File: src/rtl/db_pkg.sv
package db_pkg;
  typedef enum logic {
    SRC_A = 1'b0,
    SRC_B = 1'b1
  } src_e;

  typedef struct packed {
    src_e sel;
    logic inv;
    logic use_dly;
  } path_cfg_t;

  localparam int NPATH     = 2;
  localparam int PATH_RISE = 0;
  localparam int PATH_FALL = 1;
endpackage

File: src/rtl/db_edge_delay.sv
module db_edge_delay #(
  parameter int   DLY_W       = 10,
  parameter logic DELAYED_LVL = 1'b1
) (
  input  logic             clk,
  input  logic             rst_n,
  input  logic             tb_en,
  input  logic             src_i,
  input  logic [DLY_W-1:0] dly_i,
  output logic             lvl_o,
  output logic             edge_o
);
  localparam logic [DLY_W-1:0] LAST_TICK = DLY_W'(1);

  logic             prev;
  logic             busy;
  logic [DLY_W-1:0] cnt;

  assign edge_o = src_i ^ prev;

  always_ff @(posedge clk or negedge rst_n) begin
    if (!rst_n) begin
      prev  <= 1'b0;
      busy  <= 1'b0;
      cnt   <= '0;
      lvl_o <= 1'b0;
    end else begin
      prev <= src_i;
      if (src_i != DELAYED_LVL) begin
        // undelayed direction: follow at once, drop any pending edge
        lvl_o <= src_i;
        busy  <= 1'b0;
      end else if (prev != DELAYED_LVL) begin
        // delayed edge begins: capture the count now
        if (dly_i == '0) begin
          lvl_o <= DELAYED_LVL;
          busy  <= 1'b0;
        end else begin
          busy <= 1'b1;
          cnt  <= dly_i;
        end
      end else if (busy && tb_en) begin
        if (cnt == LAST_TICK) begin
          lvl_o <= DELAYED_LVL;
          busy  <= 1'b0;
        end
        cnt <= cnt - LAST_TICK;
      end
    end
  end
endmodule

File: src/rtl/db_path.sv
module db_path
  import db_pkg::*;
#(
  parameter int   DLY_W       = 10,
  parameter logic DELAYED_LVL = 1'b1
) (
  input  logic             clk,
  input  logic             rst_n,
  input  logic             tb_en,
  input  logic             a_in,
  input  logic             b_in,
  input  logic [DLY_W-1:0] dly,
  input  path_cfg_t        prog,
  output path_cfg_t        act_o,
  output logic             src_o,
  output logic             lvl_o,
  output logic             pol_o
);
  path_cfg_t act;
  logic      edge_seen;

  assign src_o = (act.sel == SRC_B) ? b_in : a_in;

  db_edge_delay #(
    .DLY_W      (DLY_W),
    .DELAYED_LVL(DELAYED_LVL)
  ) u_dly (
    .clk   (clk),
    .rst_n (rst_n),
    .tb_en (tb_en),
    .src_i (src_o),
    .dly_i (dly),
    .lvl_o (lvl_o),
    .edge_o(edge_seen)
  );

  // mode bits move into the path only at an edge of its own source
  always_ff @(posedge clk or negedge rst_n) begin
    if (!rst_n) begin
      act <= '0;
    end else if (edge_seen) begin
      act <= prog;
    end
  end

  assign act_o = act;
  assign pol_o = lvl_o ^ act.inv;
endmodule

File: src/rtl/db_deadband_gen.sv
module db_deadband_gen
  import db_pkg::*;
#(
  parameter int DLY_W = 10
) (
  input  logic             clk,
  input  logic             rst_n,
  input  logic             tb_en,
  input  logic             pwm_a_in,
  input  logic             pwm_b_in,
  input  logic [DLY_W-1:0] rise_dly,
  input  logic [DLY_W-1:0] fall_dly,
  input  logic [1:0]       in_mode,
  input  logic [1:0]       pol_sel,
  input  logic [1:0]       out_mode,
  output logic             pwm_a_out,
  output logic             pwm_b_out
);
  logic [NPATH-1:0] raw_q;
  logic [NPATH-1:0] path_src;
  logic [NPATH-1:0] dly_lvl;
  logic [NPATH-1:0] path_pol;
  logic [NPATH-1:0] path_out;
  logic [NPATH-1:0] act_sel;
  logic [NPATH-1:0] act_inv;
  logic [NPATH-1:0] act_use;
  logic [DLY_W-1:0] dly_set [NPATH];

  assign dly_set[PATH_RISE] = rise_dly;
  assign dly_set[PATH_FALL] = fall_dly;

  always_ff @(posedge clk or negedge rst_n) begin
    if (!rst_n) begin
      raw_q <= '0;
    end else begin
      raw_q <= {pwm_b_in, pwm_a_in};
    end
  end

  for (genvar p = 0; p < NPATH; p++) begin : g_path
    path_cfg_t prog;
    path_cfg_t act;

    assign prog.sel     = src_e'(in_mode[p]);
    assign prog.inv     = pol_sel[p];
    assign prog.use_dly = out_mode[p];

    db_path #(
      .DLY_W      (DLY_W),
      .DELAYED_LVL((p == PATH_RISE) ? 1'b1 : 1'b0)
    ) u_path (
      .clk  (clk),
      .rst_n(rst_n),
      .tb_en(tb_en),
      .a_in (pwm_a_in),
      .b_in (pwm_b_in),
      .dly  (dly_set[p]),
      .prog (prog),
      .act_o(act),
      .src_o(path_src[p]),
      .lvl_o(dly_lvl[p]),
      .pol_o(path_pol[p])
    );

    assign act_sel[p]  = act.sel;
    assign act_inv[p]  = act.inv;
    assign act_use[p]  = act.use_dly;
    assign path_out[p] = act.use_dly ? path_pol[p] : raw_q[p];
  end

  assign pwm_a_out = path_out[PATH_RISE];
  assign pwm_b_out = path_out[PATH_FALL];
endmodule

File: config.mk
export PLATFORM = sky130hd
export DESIGN_NAME = db_deadband_gen
export DESIGN_NICKNAME = d
export VERILOG_FILES = /design/src/rtl/db_pkg.sv /design/src/rtl/db_edge_delay.sv /design/src/rtl/db_path.sv /design/src/rtl/db_deadband_gen.sv
export SDC_FILE = /design/constraint.sdc
export NUM_CORES = 1
export LEC_CHECK = 0
export ABC_AREA = 1
export BUFFER_PORTS_ARGS = -buffer_cell sky130_fd_sc_hd__buf_4
export CORE_MARGIN = 2
export CORE_UTILIZATION = 45
export CTS_CLUSTER_DIAMETER = 120
export CTS_CLUSTER_SIZE = 14
export DETAILED_ROUTE_END_ITERATION = 8
export PLACE_DENSITY = 0.65
export SYNTH_ARGS = -nofsm -noshare
export SYNTH_HDL_FRONTEND = slang
export SYNTH_SLANG_ARGS = --single-unit
File: constraint.sdc
create_clock -name clk -period 4.4 [get_ports clk]
set_input_delay 0.66 -clock clk [delete_from_list [all_inputs] [get_ports clk]]
set_output_delay 0.66 -clock clk [all_outputs]
set_load 0.1 [all_outputs]
Word-level counts from Yosys, hierarchy flattened --
Cells that the tools add are included.
Word-level totals: register bits after elaboration 34, latch bits 0, bits in writable memories 0, memory bits (read-only) 0, input port bits 31, output and inout bits 2, word-level logic and storage cells 72, memories 0
Operators by class: add/sub/neg operators 2, multipliers 0, divide/modulo/power cells 0, magnitude comparators 0, equal/unequal tests 9, shift operators 0, mux-type cells 28, bitwise operators 5, reduce and logical (&&, ||, !) cells 13
Operator list (number):
- 10-bit two-way mux | 6
- 1-bit two-way mux | 22
- 10-bit by 1-bit equality test with 1-bit output, second input constant | 2
- 10-bit logical NOT | 2
- 10-bit by 1-bit subtractor with 10-bit output, second input constant | 2
- 3-bit AND reduction | 4
- 3-bit by 2-bit != test with 1-bit output, second input constant | 3
- 3-bit nonzero test | 2
- 2-bit != test, second input constant | 2
- 2-bit AND reduction | 2
- 1-bit XOR | 4
- 3-bit by 1-bit != test with 1-bit output, second input constant | 1
- 1-bit logical AND | 2
- 2-bit by 1-bit != test with 1-bit output, second input constant | 1
- 2-bit nonzero test | 1
- 1-bit inverter | 1

Depth between registers and ports, before layout --
Gate-level depths: netlist of the first run.
depth after elaboration 5, depth in mapped cells 10

By module --
A second synthesis of the first run with hierarchy kept.
Second synthesis, totals: cells, all modules 331, area, all modules 2324.7 um^2
By module, submodules not included:
- db_edge_delay at g_path[1].u_path.u_dly | times used 1, cells each 143, area each 993.5 um^2, seq. area each 325.3 um^2
- db_edge_delay at g_path[0].u_path.u_dly | times used 1, cells each 134, area each 958.4 um^2, seq. area each 325.3 um^2
- db_path | times used 2, cells each 22, area each 146.4 um^2, seq. area each 75.1 um^2
- db_deadband_gen | times used 1, cells each 10, area each 80.1 um^2, seq. area each 50.0 um^2

Worst setup path after synthesis of the first run --
OpenSTA, ideal clock, no wires.
path type reg2out, start point register, netlist name g_path[0].u_path.act_o[1], end point output port pwm_a_out, data arrival time 1.954 ns, path slack 1.786 ns, stages on the path, launching flop included 3, buffers on the path 0, path through dfrtp_1 > xnor2_1 > a21oi_1
On the way: longest elaborated chain between the ends 2
Ends and longest elaborated chain:
- 1-bit XOR | RTL line db_path.sv:47 | assign pol_o = lvl_o ^ act.inv;
- 1-bit two-way mux | RTL line db_deadband_gen.sv:68 | assign path_out[p] = act.use_dly ? path_pol[p] : raw_q[p];
- end: declaration | RTL line db_deadband_gen.sv:16 | output logic pwm_a_out,
No other way between the ends.

Worst setup path after layout of the first run --
start point register, netlist name g_path[1].u_path.act_o[1], end point output port pwm_b_out
On the way: longest elaborated chain between the ends 2
Ends and longest elaborated chain:
- 1-bit XOR | RTL line db_path.sv:47
- 1-bit two-way mux | RTL line db_deadband_gen.sv:68
- end: declaration | RTL line db_deadband_gen.sv:17 | output logic pwm_b_out
No other way between the ends.

==> results of run 1 <==
[worst paths after layout]
kind                                                      end  depth (start not counted)                         start  slack [ns]
worst max-delay path                                pwm_b_out                          3     g_path[1].u_path.act_o[1]        2.50
worst min-delay path              g_path[0].u_path.u_dly.busy                          1                         rst_n        0.31
worst max register to register  g_path[1].u_path.u_dly.cnt[1]                          6   g_path[1].u_path.u_dly.prev        2.62
worst min register to register   g_path[1].u_path.u_dly.lvl_o                          2  g_path[1].u_path.u_dly.lvl_o        0.50
max in group asynchronous           g_path[1].u_path.act_o[2]                          1                         rst_n        3.78
min in group clk                                     raw_q[1]                          1                      pwm_b_in        0.49
[area by class of cell]
type / count / area (sq um)
clock buffer: 7 / 86.3
clock inverter: 1 / 5.00
fill: 468 / 2150
inverter: 37 / 139
multi-input combinational: 233 / 1170
sequential: 34 / 851
tap: 67 / 83.8
timing repair buffer: 32 / 240
[layout by cell type, fill, tap and decap left out, drive strengths merged, types with 5 or more instances in the layout]
master,n
clkbuf,7
a21oi,5
o21ai,33
buf,32
nand2,97
inv,37
nor2,36
dfrtp,34
nand3,45
[power by group through the flow]
stage          Combinational (mW)  Sequential (mW)  Clock (mW)
6_report                    0.946            0.599       0.244
5_1_grt                      1.10            0.621       0.269
4_1_cts                     0.956            0.599       0.251
3_5_place_dp                0.951            0.603           0
3_3_place_gp                0.941            0.603           0
2_1_floorplan               0.827            0.553           0
[state kept, by name (all words and copies together), names as in the netlist]
register and flops:
g_path.u_path.u_dly.cnt 20, g_path.u_path.act_o 6, g_path.u_path.u_dly.busy 2, g_path.u_path.u_dly.lvl_o 2, g_path.u_path.u_dly.prev 2, raw_q 2
[metal layers]
metal	GRT usage	vias to the layer above	routed length, um
met3	0.0583	4	240
met4	0.0626	0	32
met5	0	-	0
met2	0.322	44	2120
li1	-	1056	-
met1	0.239	874	2130
[kinds of logic after synthesis]
| group | count (synthesis) | synth area share |
|---|---|---|
| AND/OR/NAND/NOR | 189 | 0.385 |
| XOR/XNOR | 2 | 0.00795 |
| flip-flops | 34 | 0.386 |
| AO/OA/AOI/OAI | 38 | 0.114 |
| adder cells (fa/ha/maj) | 4 | 0.0227 |
| buffers and inverters | 43 | 0.0846 |
==> results.md, run 1 <==
- Outcome: finished clean
- Share of the synthesized area in the top cell type: 0.386
- Number of nets in the synthesized netlist: 345
- Standby leakage power: 1.31 nW
- Routed WL per cell: 11.0 um
- CP Buf/Inv Count: 1
- Path type of the worst setup path: flop to output pin
- Drt drc: 0
- Part of the power in combinational logic: 0.529
- Min-Delay Path Class: input port to asynchronous set/reset pin
- CTS Root Buffer Type: clkbuf_8
- Resized cells post-CTS: 0
- Max clock buf depth: 2
- Hold slack: 0.312 ns
- Fmax: 525 MHz
- Initial cell density of the core: 0.466
- Post-synthesis area per instance: 7.11 sq um
- Ranking of synthesized cells by instance count: nand2_1 (94), nand3_1 (41), inv_1 (37)
- Library cell with the highest instance count after synthesis: nand2_1
- Post-detailed-route count of antenna-violating nets: 0
- Max incr delay on CP: 0.39 ns
- Worst-path cell chain: xnor2_1, a21oi_1, buf_4
- Number of sinks handled by clock tree synthesis: 34
- Time the worst path needs with I/O delays and setup: 1.90 ns
- Category of the worst setup path launch point: flop
- # placed instances: 403
- Area enclosed by the die boundary: 0.00547 sq mm
- Cell area after synthesis: 0.00220 sq mm
- Skew-Pair Late Insertion Delay: 0.29 ns
- Total number of placement rows: 25
- Total number of vias: 1978
- Warning count from the yosys run: 0
- Initial drt markers: 105
- Top area cells in the synthesized netlist: dfrtp_1 (39%), nand2_1 (16%), nand3_1 (9.3%)
- Worst Setup End Kind: output pin
- Clock transition at path regs: 0.07 ns
- Cell-internal power: 0.910 mW
- Design area: 0.00257 sq mm
- Synth Instances: 310
- PnR Total Power: 1.79 mW
- Peak ir drop on the vdd network: 310 uV
- Post-route worst setup slack: 2.50 ns
- Number of enable flip-flop cells after synthesis: 0
- Normalized max-slew margin: 0.706
- Cell at the slowest stage of the critical path: dfrtp_1
- Unrepaired setup endpoints after global routing: no
- Number of buffers added on ports: 32
- Setup-failing EPs final: 0
- Flops & latches, synth: 34
- Ports: 33
- Gpl congestion: 0.837
- Switching Share: 0.491
- Fraction of final layout cells sized beyond drive strength 1: 0.186
- First-pass detailed-route iteration total: 4
- Portion of the clock cycle consumed by the worst path in the final layout: 0.433
- Net switching power: 0.879 mW
- Number of violations of the max-capacitance limit: 0
- Synth Flop Type: dfrtp_1
- Total global routing track utilization: 0.193
- Asr flop ratio synth: 1.00
- Worst-case setup slack after placement: 2.61 ns
- Non-Filler Instances: 411
- Number of antenna violations at the first check in global routing: 0
- Flop pwr share: 0.335
- First-pass GRT wire length: 8070 um
- HPWL after detailed placement: 3400 um
- Power density normalized to cell area: 696 mW/mm^2
- Total count of hold-check failures in the final report: 0
- Total Nets Final: 378
- Number of global-route vias before repair: 1919
- Cell accounting for the most synthesized area: dfrtp_1
- Worst endpoint data arrival time: 1.24 ns
- Cell family with most CP delay: flip-flops
- Slew @ Worst Pin: 0.440 ns
- Die height: 74.0 um
- Share of the core filled with cells: 0.544
- Largest driver fanout on the critical path: 2
- Clock network fraction of design power: 0.136
- Ratio of routed vias to standard cells: 4.81
- P&R area growth vs syn: 16.7%
- CTS tree: done
- Max H-tree Level: 2
- Placeable Area: 0.00472 sq mm
- Sequential element share of the synthesized area: 0.386
- Total gr overflow: 0
- Antenna Cells: 0
- Max-slew violations: 0
- Cell area reported after detailed placement: 0.00248 sq mm
- Sum Neg Setup Slack: 0 ns
- Library cells used by synthesis: 25
- Setup Fix Bufs, Post-CTS: 0
- Number of buffers created by CTS: 5
- Horiz. Die Dim: 74.0 um
- Routed wire length: 4530 um
- Final worst clock skew: 0.00680 ns
- Data required time of the worst path: 3.74 ns
- Pin count of the biggest net entering global routing: 35
- Hold-fix buffers at CTS: 0
No activity file was read; power rests on OpenSTA's default activity.
==> run 2, diff against run 1 <==
--- a/config.mk
+++ b/config.mk
@@ -12,7 +12,7 @@
 export CTS_CLUSTER_DIAMETER = 120
 export CTS_CLUSTER_SIZE = 14
 export DETAILED_ROUTE_END_ITERATION = 8
-export PLACE_DENSITY = 0.65
+export PLACE_DENSITY = 0.68
 export SYNTH_ARGS = -nofsm -noshare
 export SYNTH_HDL_FRONTEND = slang
 export SYNTH_SLANG_ARGS = --single-unit
==> constraint.sdc (replaced) <==
create_clock -name clk -period 1.7 [get_ports clk]
set_input_delay 0.255 -clock clk [delete_from_list [all_inputs] [get_ports clk]]
set_output_delay 0.255 -clock clk [all_outputs]
set_load 0.1 [all_outputs]
==> run 2 against run 1 <==
Setup slack got worse by 2.3 ns; via count rose by 2.4%; utilization rose by 1.5 points; total power rose to 2.7 times the previous value; critical path type is now flop to flop; largest cell class unchanged.
==> results.md, run 2 (synthesis results as in run 1) <==
- Outcome: finished clean (unchanged)
- Worst-path cell chain: inv_1, ha_1, inv_1, nor3_1, nand2_1, nand2_1, nand3_1, nand3_1, nand2_1 (was xnor2_1, a21oi_1, buf_4)
- Global routing met2 resource utilization: 0.328 (was 0.322)
- Total Nets Final: 384 (was 378)
- Max H-tree Level: 2 (unchanged)
- Design area: 0.00264 sq mm (was 0.00257 sq mm)
- Number of buffers created by CTS: 5 (unchanged)
- Commonest cells after routing, fill and taps aside: nand2_1 (94), nand3_1 (41), inv_1 (37), buf_4 (37), dfrtp_1 (34) (was nand2_1 (94), nand3_1 (41), inv_1 (37))
- Cell at the slowest stage of the critical path: dfrtp_1 (unchanged)
- First-pass detailed-route iteration total: 5 (was 4)
- Time the worst path needs with I/O delays and setup: 1.52 ns
- Drt drc: 0 (unchanged)
- Fmax: 659 MHz
- Total global routing track utilization: 0.195 (was 0.193)
- Portion of the clock cycle consumed by the worst path in the final layout: 0.893
- Horiz. Die Dim: 74.0 um (unchanged)
- Worst endpoint data arrival time: 1.70 ns (was 1.24 ns)
- Clock transition at path regs: 0.07 ns (about the same)
- Peak ir drop on the vdd network: 709 uV (was 310 uV)
- Resized cells post-CTS: 0 (unchanged)
- Die height: 74.0 um (unchanged)
- Standby leakage power: 1.35 nW (was 1.31 nW)
- PnR Total Power: 4.89 mW (was 1.79 mW)
- Most common cell after layout, fill and taps aside: nand2_1 (unchanged)
- M1 GR Usage: 0.245 (was 0.239)
- Post-detailed-route count of antenna-violating nets: 0 (unchanged)
- Worst path most repeated cell: nand2_1
- Max-slew violations: 0 (unchanged)
- Filler cell count in the final layout: 450 (was 468)
- Path type of the worst setup path: flop to flop (was flop to output pin)
- Share of the core filled with cells: 0.559 (was 0.544)
- Power density normalized to cell area: 1850 mW/mm^2 (was 696 mW/mm^2)
- Total gr overflow: 0 (unchanged)
- Data required time of the worst path: 1.88 ns (was 3.74 ns)
- Register with the most flip-flops: g_path.u_path.u_dly.cnt (unchanged)
- CTS Root Buffer Type: clkbuf_8 (unchanged)
- Category of the worst setup path launch point: flop (unchanged)
- P&R area growth vs syn: 19.9% (was 16.7%)
- HPWL after detailed placement: 3470 um (was 3400 um)
- Min-Delay Path Class: input port to flop (was input port to asynchronous set/reset pin)
- Setup-failing EPs final: 0 (unchanged)
- Number of sinks handled by clock tree synthesis: 34 (unchanged)
- CTS tree: done (unchanged)
- Max incr delay on CP: 0.40 ns (was 0.39 ns)
- Setup Fix Bufs, Post-CTS: 0 (unchanged)
- Number of global-route vias before repair: 1922 (was 1919)
- Slew @ Worst Pin: 0.436 ns (was 0.440 ns)
- Antenna Cells: 0 (unchanged)
- Largest register FFs: 20 (unchanged)
- Total number of vias: 2026 (was 1978)
- Total count of hold-check failures in the final report: 0 (unchanged)
- Max clock buf depth: 2 (unchanged)
- Normalized max-slew margin: 0.709 (was 0.706)
- Fraction of final layout cells sized beyond drive strength 1: 0.200 (was 0.186)
- Largest driver fanout on the critical path: 4 (was 2)
- Gpl congestion: 0.876 (was 0.837)
- Met3 demand-to-capacity share in global routing: 0.0488 (was 0.0583)
- Initial drt markers: 78 (was 105)
- Worst Setup End Kind: flop (was output pin)
- Number of buffers added on ports: 32 (unchanged)
- Number of antenna violations at the first check in global routing: 0 (unchanged)
- Routed WL per cell: 11.2 um (was 11.0 um)
- Final worst clock skew: 0.00334 ns (was 0.00680 ns)
- Sum Neg Setup Slack: 0 ns (unchanged)
- Initial cell density of the core: 0.466 (unchanged)
- Cell area reported after detailed placement: 0.00252 sq mm (was 0.00248 sq mm)
- Unrepaired setup endpoints after global routing: no (unchanged)
- First-pass GRT wire length: 8200 um (was 8070 um)
- Pin count of the biggest net entering global routing: 35 (unchanged)
- Total number of placement rows: 25 (unchanged)
- Placeable Area: 0.00472 sq mm (unchanged)
- Ratio of routed vias to standard cells: 4.86 (was 4.81)
- Most used routing layer in global routing: met2 (unchanged)
- Skew-Pair Late Insertion Delay: 0.28 ns (was 0.29 ns)
- Number of violations of the max-capacitance limit: 0 (unchanged)
- Area enclosed by the die boundary: 0.00547 sq mm (unchanged)
- Ports: 33 (unchanged)
- Routed wire length: 4690 um (was 4530 um)
## run 2: worst paths after layout
path	startpoint	endpoint	slack, ns	depth (start not counted)
max	g_path[0].u_path.u_dly.cnt[0]	g_path[0].u_path.u_dly.cnt[8]	0.18	9
min	pwm_b_in	raw_q[1]	0.09	1
max reg2reg	g_path[0].u_path.u_dly.cnt[0]	g_path[0].u_path.u_dly.cnt[8]	0.18	9
min reg2reg	g_path[1].u_path.act_o[1]	g_path[1].u_path.act_o[1]	0.51	2
max in group asynchronous	rst_n	g_path[0].u_path.u_dly.cnt[5]	0.94	2
min in group asynchronous	rst_n	g_path[1].u_path.u_dly.cnt[1]	0.45	2
## run 2: per-layer routing
metal  vias to the layer above  wire length, um
met5                         -                0
met4                         0               83
met3                         9              250
met2                        48             2150
met1                       899             2200
li1                       1070                -
## run 2: where the power goes
group          switching (mW)  total [mW]  internal (mW)
clock                   0.291       0.729          0.439
sequential              0.329        1.51           1.19
combinational            1.72        2.65          0.928
## run 2: repair_timing
| item | CTS | global route |
|---|---|---|
| endpoints found under the hold margin | 34 | 0 |
| setup endpoints to repair | 0 | 0 |
| hold buffers | 1 | 0 |
## run 2: area by class of cell
class	count	area [sq um]	share of cell area
Inverter	37	139	0.0526
Tap cell	67	83.8	0.0317
Clock inverter	1	30.0	0.0114
Sequential cell	34	851	0.322
Clock buffer	7	76.3	0.0289
Timing Repair Buffer	38	288	0.109
Multi-Input combinational cell	233	1170	0.444
## run 2: metrics by stage
step	hold slack, ns	std cells	setup slack, ns
after detailed placement	0.232	408	0.228
after CTS	0.0803	417	0.167
after global routing	0.0719	417	0.0176
final	0.0912	417	0.183
after floorplan	-0.0406	310	0.0404
after global placement	0.234	408	0.266
## run 2: worst max-delay path: cells and delay by family (launching register included)
kind          cells  cell delay (ns)
simple gates      6             0.68
flops             1             0.40
fa+ha+maj         1             0.18
buf+inv           2             0.16
